### src/rtl/verb_i2c_target.sv
module verb_i2c_target #(
  parameter logic [6:0] DEV_ADDR = 7'h1C
) (
  input  logic        clk,
  input  logic        rst_n,
  input  logic        scl_i,
  input  logic        sda_i,
  output logic        sda_oe,
  output logic        cmd_valid,
  output logic        cmd_is_read,
  output logic [7:0]  cmd_node,
  output logic [11:0] cmd_verb,
  output logic [7:0]  cmd_payload,
  input  logic [31:0] resp_data
);

  typedef enum logic [2:0] {
    S_IDLE, S_ADDR, S_AACK, S_WDATA, S_WACK, S_HOLD, S_RDATA, S_RACK
  } st_t;

  st_t         st;
  logic [2:0]  scl_sy, sda_sy;
  logic        scl_s, scl_p, sda_s, sda_p;
  logic        start_det, stop_det, rise, fall;
  logic [3:0]  bitcnt;
  logic [7:0]  sh;
  logic [27:0] vbuf;
  logic [2:0]  nbytes;
  logic        rw, pend_rd, acked;
  logic [31:0] tx;
  logic        addr_hit;

  always_ff @(posedge clk or negedge rst_n) begin
    if (!rst_n) begin
      scl_sy <= 3'b111;
      sda_sy <= 3'b111;
    end else begin
      scl_sy <= {scl_sy[1:0], scl_i};
      sda_sy <= {sda_sy[1:0], sda_i};
    end
  end

  assign scl_s     = scl_sy[1];
  assign scl_p     = scl_sy[2];
  assign sda_s     = sda_sy[1];
  assign sda_p     = sda_sy[2];
  assign start_det = scl_s & scl_p & sda_p & ~sda_s;
  assign stop_det  = scl_s & scl_p & ~sda_p & sda_s;
  assign rise      = scl_s & ~scl_p;
  assign fall      = ~scl_s & scl_p;
  assign addr_hit  = (sh[7:1] == DEV_ADDR);

  always_ff @(posedge clk or negedge rst_n) begin
    if (!rst_n) begin
      st          <= S_IDLE;
      bitcnt      <= '0;
      sh          <= '0;
      vbuf        <= '0;
      nbytes      <= '0;
      rw          <= 1'b0;
      pend_rd     <= 1'b0;
      acked       <= 1'b0;
      tx          <= '0;
      sda_oe      <= 1'b0;
      cmd_valid   <= 1'b0;
      cmd_is_read <= 1'b0;
      cmd_node    <= '0;
      cmd_verb    <= '0;
      cmd_payload <= '0;
    end else begin
      cmd_valid <= 1'b0;
      if (start_det) begin
        if (st == S_HOLD) begin
          cmd_valid   <= 1'b1;
          cmd_is_read <= 1'b1;
          cmd_node    <= vbuf[27:20];
          cmd_verb    <= vbuf[19:8];
          cmd_payload <= vbuf[7:0];
          pend_rd     <= 1'b1;
        end else begin
          pend_rd <= 1'b0;
        end
        st     <= S_ADDR;
        bitcnt <= '0;
        sda_oe <= 1'b0;
      end else if (stop_det) begin
        if (st == S_HOLD) begin
          cmd_valid   <= 1'b1;
          cmd_is_read <= 1'b0;
          cmd_node    <= vbuf[27:20];
          cmd_verb    <= vbuf[19:8];
          cmd_payload <= vbuf[7:0];
        end
        st      <= S_IDLE;
        pend_rd <= 1'b0;
        sda_oe  <= 1'b0;
      end else begin
        case (st)
          S_ADDR, S_WDATA: begin
            if (rise) begin
              sh     <= {sh[6:0], sda_s};
              bitcnt <= bitcnt + 4'd1;
            end else if (fall && bitcnt == 4'd8) begin
              bitcnt <= '0;
              if (st == S_ADDR) begin
                if (addr_hit && (!sh[0] || pend_rd)) begin
                  rw     <= sh[0];
                  nbytes <= '0;
                  sda_oe <= 1'b1;
                  st     <= S_AACK;
                end else begin
                  st <= S_IDLE;
                end
              end else begin
                vbuf   <= {vbuf[19:0], sh};
                nbytes <= nbytes + 3'd1;
                sda_oe <= 1'b1;
                st     <= S_WACK;
              end
            end
          end
          S_AACK: begin
            if (fall) begin
              pend_rd <= 1'b0;
              if (rw) begin
                tx     <= resp_data;
                sda_oe <= ~resp_data[31];
                bitcnt <= '0;
                st     <= S_RDATA;
              end else begin
                sda_oe <= 1'b0;
                st     <= S_WDATA;
              end
            end
          end
          S_WACK: begin
            if (fall) begin
              sda_oe <= 1'b0;
              st     <= (nbytes == 3'd4) ? S_HOLD : S_WDATA;
            end
          end
          S_HOLD: begin
            if (fall) st <= S_IDLE;
          end
          S_RDATA: begin
            if (fall) begin
              tx <= {tx[30:0], 1'b0};
              if (bitcnt == 4'd7) begin
                bitcnt <= '0;
                sda_oe <= 1'b0;
                st     <= S_RACK;
              end else begin
                bitcnt <= bitcnt + 4'd1;
                sda_oe <= ~tx[30];
              end
            end
          end
          S_RACK: begin
            if (rise) begin
              acked <= ~sda_s;
            end else if (fall) begin
              if (acked) begin
                sda_oe <= ~tx[31];
                st     <= S_RDATA;
              end else begin
                st <= S_IDLE;
              end
            end
          end
          default: ;
        endcase
      end
    end
  end

  a_r4_single_cycle: assert property (@(posedge clk) disable iff (!rst_n)
    cmd_valid |=> !cmd_valid);

  a_r4_write_after_stop: assert property (@(posedge clk) disable iff (!rst_n)
    (cmd_valid && !cmd_is_read) |-> $past(stop_det));

  a_r5_read_after_rstart: assert property (@(posedge clk) disable iff (!rst_n)
    (cmd_valid && cmd_is_read) |-> $past(start_det));

  a_r8_four_bytes_first: assert property (@(posedge clk) disable iff (!rst_n)
    cmd_valid |-> ($past(nbytes) == 3'd4));

  a_r7_drive_scl_low: assert property (@(posedge clk) disable iff (!rst_n)
    !$stable(sda_oe) |-> !scl_s);

  a_r2_drive_states: assert property (@(posedge clk) disable iff (!rst_n)
    sda_oe |-> (st inside {S_AACK, S_WACK, S_RDATA}));

endmodule

### config.mk
export PLATFORM = sky130hd
export DESIGN_NAME = verb_i2c_target
export DESIGN_NICKNAME = d
export VERILOG_FILES = /design/src/rtl/verb_i2c_target.sv
export SDC_FILE = /design/constraint.sdc
export NUM_CORES = 1
export LEC_CHECK = 0
export BUFFER_PORTS_ARGS = -buffer_cell sky130_fd_sc_hd__buf_2
export CORE_UTILIZATION = 55
export DETAILED_ROUTE_END_ITERATION = 7
export PLACE_DENSITY = 0.75
export RECOVER_POWER = 50
export SYNTH_ARGS = -nofsm -noshare
export SYNTH_HDL_FRONTEND = slang
export SYNTH_SLANG_ARGS = --single-unit
### constraint.sdc
create_clock -name clk -period 2.1 [get_ports clk]
set_input_delay 0.21 -clock clk [delete_from_list [all_inputs] [get_ports clk]]
set_output_delay 0.21 -clock clk [all_outputs]
set_load 0.02 [all_outputs]
# Yosys cells after proc, flatten, opt, wreduce, memory -nomap -nowiden
# Index checks and enable logic that the tools add are counted.
dict set report totals {
  reg_bits 118
  in_bits 36
  output_inout_bits 31
  wordCells 157
}
dict set report op_classes {
  reduce_logical 23
  eq_ne 31
  n_addsub 2
  n_bitwise 18
  mux 66
}
# op count
set op_table {}
lappend op_table {{2-to-1 mux 32 bit} 3}
lappend op_table {{case mux 32 bit (2 select lines)} 1}
lappend op_table {{2-to-1 mux 3 bit} 17}
lappend op_table {{2-to-1 mux 8 bit} 6}
lappend op_table {{inequality test 4 bit, second input constant} 11}
lappend op_table {{2-to-1 mux 12 bit} 3}
lappend op_table {{2-to-1 mux 4 bit} 8}
lappend op_table {{2-to-1 mux 1 bit} 24}
lappend op_table {{AND reduction 6 bit} 4}
lappend op_table {{AND reduction 10 bit} 2}
lappend op_table {{case mux 3 bit (6 select lines)} 1}
lappend op_table {{equality test 3 bit, second input constant} 5}
lappend op_table {{case mux 4 bit (3 select lines)} 1}
lappend op_table {{inverter 1 bit} 11}
lappend op_table {{inequality test 3 bit, second input constant} 3}
lappend op_table {{inequality test 2 bit, second input constant} 4}
lappend op_table {{AND reduction 4 bit} 2}
lappend op_table {{nonzero test 8 bit} 1}
lappend op_table {{bitwise AND 1 bit} 7}
lappend op_table {{equality test 7 x 5 -> 1 bit, second input constant} 1}
lappend op_table {{AND reduction 7 bit} 1}
lappend op_table {{nonzero test 7 bit} 1}
lappend op_table {{equality test 3 x 2 -> 1 bit, second input constant} 2}
lappend op_table {{nonzero test 3 bit} 2}
lappend op_table {{other kinds (16)} 19}

# Logic depth before layout (Yosys ltp)
dict set report logic_depth {
  word_depth 10
  mapped_depth 8
  ltp_nobuf 7
}

# Worst setup path before layout
# No wires, ideal clock.
dict set report synth_path {
  path_type {reg2reg}
  start {reg bitcnt[0]}
  end {reg vbuf[10]}
  slack_ns 0.310
  required_ns 1.975
  stages_incl_launch_ff 8
  synth_period_minus_slack_ns 1.790
  path_buffers 1
  setup_ns 0.125
  t_arrival_ns 1.665
  cell_sequence {dfrtp_1 -> inv_1 -> ha_1 -> and3b_1 -> and4b_4 -> and2b_4 -> buf_6 -> mux2_4}
}
dict set report synth_between {
  elab_chain_len 3
}
# element line
set synth_lines {}
lappend synth_lines {{start, declared} 25} ;# logic [3:0] bitcnt;
lappend synth_lines {{start signal, assigned} 102} ;# bitcnt <= bitcnt + 4'd1;
lappend synth_lines {{start signal, assigned} 153} ;# bitcnt <= bitcnt + 4'd1;
lappend synth_lines {{equality test 4 bit} 103} ;# end else if (fall && bitcnt == 4'd8) begin
lappend synth_lines {{logical AND 1 bit} 103}
lappend synth_lines {{AND reduction 6 bit (no source line)} --}
lappend synth_lines {{end signal, assigned} 115} ;# vbuf <= {vbuf[19:0], sh};
lappend synth_lines {{end, declared} 27} ;# logic [27:0] vbuf;
# Every way passes these cells.
# A chain may end at the register's enable or synchronous reset.

# Worst setup path after layout
dict set report layout_path {
  start {reg bitcnt[0]}
  end {reg vbuf[22]}
}
# Same word-level chain as after synthesis.

==> results by group <==
Critical path
  – Crit Reg-Reg Startpoint: bitcnt[0]
  – Arrival time at the worst endpoint: 2.34 ns
  – Req. time, crit path: 2.49 ns
  – Crit Path Category: reg2reg
  – R2R Setup Slk: 0.15 ns
  – CP Capture Type: flop
  – R2r endpoint: vbuf[22]
  – Worst r2r path cells: 7
  – Crit path launch: bitcnt[0]
  – Maximum fanout along the worst path: 15
  – CP Launch Type: flop

Synth
  – Largest family of logic cells by synthesized area: multiplexers
  – Yosys cell types: 60
  – Dominant cells by area after synthesis: dfrtp_1 (54%), mux2_4 (8.0%), mux2_2 (7.5%)
  – Post-synthesis compound-gate area fraction: 8.73%
  – Post-Synthesis Cells: 406
  – Post-Syn Area: 5230 µm²
  – Sequential area share after synthesis: 56.6%
  – Avg Synthesized Cell Area: 12.9 µm²
  – EDFF count, synth: 0
  – Synth top area share: 53.6%
  – Top FF cell, synth: dfrtp_1
  – Yosys top cell by area: dfrtp_1
  – Mux share of post-synthesis cell area: 21.9%
  – Adder-Cell Fraction of Synth Area: 0.956%
  – Post-Syn Nets: 446
  – Simple-gate share of the synthesized area: 8.61%
  – Synth async-reset ratio: 100%
  – Synth warn: 0
  – Seq cells post-synth: 118
  – Post-Synth XOR/XNOR Area: 0.167%

Pwr
  – Clock power frac: 50.9%
  – Combinational fraction of design power: 6.0%
  – Sequential Power Share: 43.1%
  – Sw Pwr: 1.35 mW
  – Leakage power: 3.32 nW
  – Switch share: 23.4%
  – Internal Power: 4.40 mW
  – Power density cells: 891 nW/µm²
  – Max IR drop VDD: 0.000688 V

Placement
  – Post-DP HPWL: 6.30 mm
  – GPL Wtd Cong: 0.839
  – # port buffers: 66
  – Placed cells: 590

Detailed routing
  – Residual DRC: 0
  – Routed wire length: 9.87 mm
  – Wire length per cell: 15.5 µm
  – Starting DRT DRC Count: 119
  – DR vias: 3406
  – Via density: 5.36
  – DRT antenna net count: 0
  – Drt first pass iters: 4

Global route
  – GRT Total Usage: 22.2%
  – GR Overflow Total: 0
  – First-pass GRT wire length: 17.0 mm
  – Vias in the first global route: 3427
  – Largest net degree at the start of global routing: 65
  – Antenna violations before repair: 0

Min path
  – Hold Crit Depth: 3
  – Hold Crit Class: in2reg
  – Hold Path Sink: tx[17]
  – Hold path start: resp_data[17]

Timing
  – Final Hold Fails: 1
  – Setup TNS: 0 ns
  – Period Utilization, post-route: 92.7%
  – F_max: 514 MHz
  – Final setup fails: 0
  – Worst rel slew slack: 28.8%
  – Max Slew Vio Count: 0
  – Actual slew at the worst max-slew pin: 1.07 ns
  – Crit path time final: 1.95 ns
  – Max Clock Skew: 0.00798 ns
  – Worst-case hold slack: -0.00611 ns
  – RSZ-0062 raised after global routing: false

Die
  – Die Span Y: 99.6 µm
  – Die W: 99.6 µm
  – Placement row count: 35
  – Starting density of the core: 56.6%
  – I/O pins: 67
  – Core box area: 9240 µm²
  – Die area: 9910 µm²

CTS
  – Post-CTS resize count: 0
  – Root Buffer: clkbuf_8
  – Htree depth: 4
  – Clock sinks: 118
  – TritonCTS clock tree: yes
  – Clock transition at the registers of the reported paths: 0.06 ns
  – Worst-Skew Late Latency: 0.52 ns
  – CTS Buffer Depth: 2
  – CTS buffer count: 17
  – Postcts setup bufs: 0
  – CTS Hold Buffers Added: 13

Finish
  – Non-Filler Instances: 635
  – Fillers: 642
  – Area Overhead vs Synth: 23.2%
  – Most frequent cells in the layout: dfrtp_1 (112), buf_2 (56), nand2_1 (48)
  – Final core occ: 69.8%
  – # diodes: 0
  – Fin nets: 533
  – Layout cells sized above 1: 35.6%
  – Commonest non-fill, non-tap cell in the layout: dfrtp_1

Run
  – Max cap viols: 0

Run status
  – Status: finished, violations left
  – Failing checks: negative hold slack
==> through the flow <==
stage	setup slack (ns)	instance area, µm²	total power, mW
finish	0.153	6450	5.75
global route	0.0837	6450	5.95
CTS	0.153	6470	5.78
detailed placement	0.168	5740	2.84
global placement	0.209	5740	2.82
floorplan	0.310	5230	2.68
==> synthesized netlist by cell type (2+ instances only) <==
cell type	number
a21oi_1	4
a31oi_1	2
a32o_1	2
and2_1	2
and2b_1	2
and2b_2	2
and3_1	2
buf_2	9
buf_4	2
buf_6	3
clkbuf_1	6
dfrtp_1	112
dfstp_2	6
ha_1	4
inv_1	8
mux2_1	2
mux2_2	35
mux2_4	28
mux2i_1	31
nand2_1	48
nand2b_1	5
nand3_1	3
nand3b_1	3
nor2_1	3
nor2b_1	3
nor3_1	2
o211ai_1	2
o21ai_0	43
==> registers in the layout, indices dropped and copies added (netlist names) <==
register and flops:
bitcnt 4, pend_rd 1, st 3, cmd_verb 12, rw 1, tx 32, sda_sy 3, vbuf 28
cmd_payload 8, scl_sy 3, sh 8, cmd_valid 1, cmd_is_read 1, acked 1, sda_oe 1, cmd_node 8
nbytes 3
==> how the worst max path moves through the flow <==
stage                       end  depth (start not counted)
finish                 vbuf[22]                          7
global route        cmd_verb[1]                          5
floorplan              vbuf[10]                          7
detailed placement      vbuf[4]                          7
CTS                    vbuf[10]                          7
global placement       vbuf[11]                          7
==> cells by family after synthesis <==
kind of cell | after synthesis
fa+ha+maj | 4
compound gates | 73
xor+xnor | 1
buf+inv | 29
flops | 118
simple gates | 85
mux | 96
==> worst max-delay path, cell delays in order, from the launching register on <==
cell and delay [ns]:
dfrtp_1 0.42, inv_1 0.07, ha_1 0.13, and3b_1 0.24, and4b_4 0.29, and2b_4 0.19
buf_12 0.17, mux2_4 0.31
==> cell type report <==
cell class / instances / area (µm²) / area share, %
Clock buffer: 19 / 432 / 6.69
Clock inverter: 13 / 173 / 2.68
Inverter: 8 / 30.0 / 0.466
Multi-Input combinational cell: 259 / 2120 / 32.8
Sequential cell: 118 / 2960 / 45.9
Tap cell: 129 / 161 / 2.50
Timing Repair Buffer: 89 / 574 / 8.91
==> power by group through the flow <==
stage,Combinational [mW],Clock (mW),Sequential [mW]
CTS,0.353,2.95,2.48
detailed placement,0.327,0,2.51
floorplan,0.210,0,2.46
global placement,0.317,0,2.50
finish,0.344,2.92,2.48
global route,0.384,3.07,2.49
==> metal layers <==
metal | up-vias | GRT usage, % | part of all wire, %
met5 | - | 0 | 0
met3 | 18 | 5.20 | 3.3
met4 | 0 | 8.94 | 1.8
met1 | 1703 | 29.9 | 47
li1 | 1622 | - | -
met2 | 63 | 35.0 | 48
Note: power is estimated with default switching activity, not from simulation.
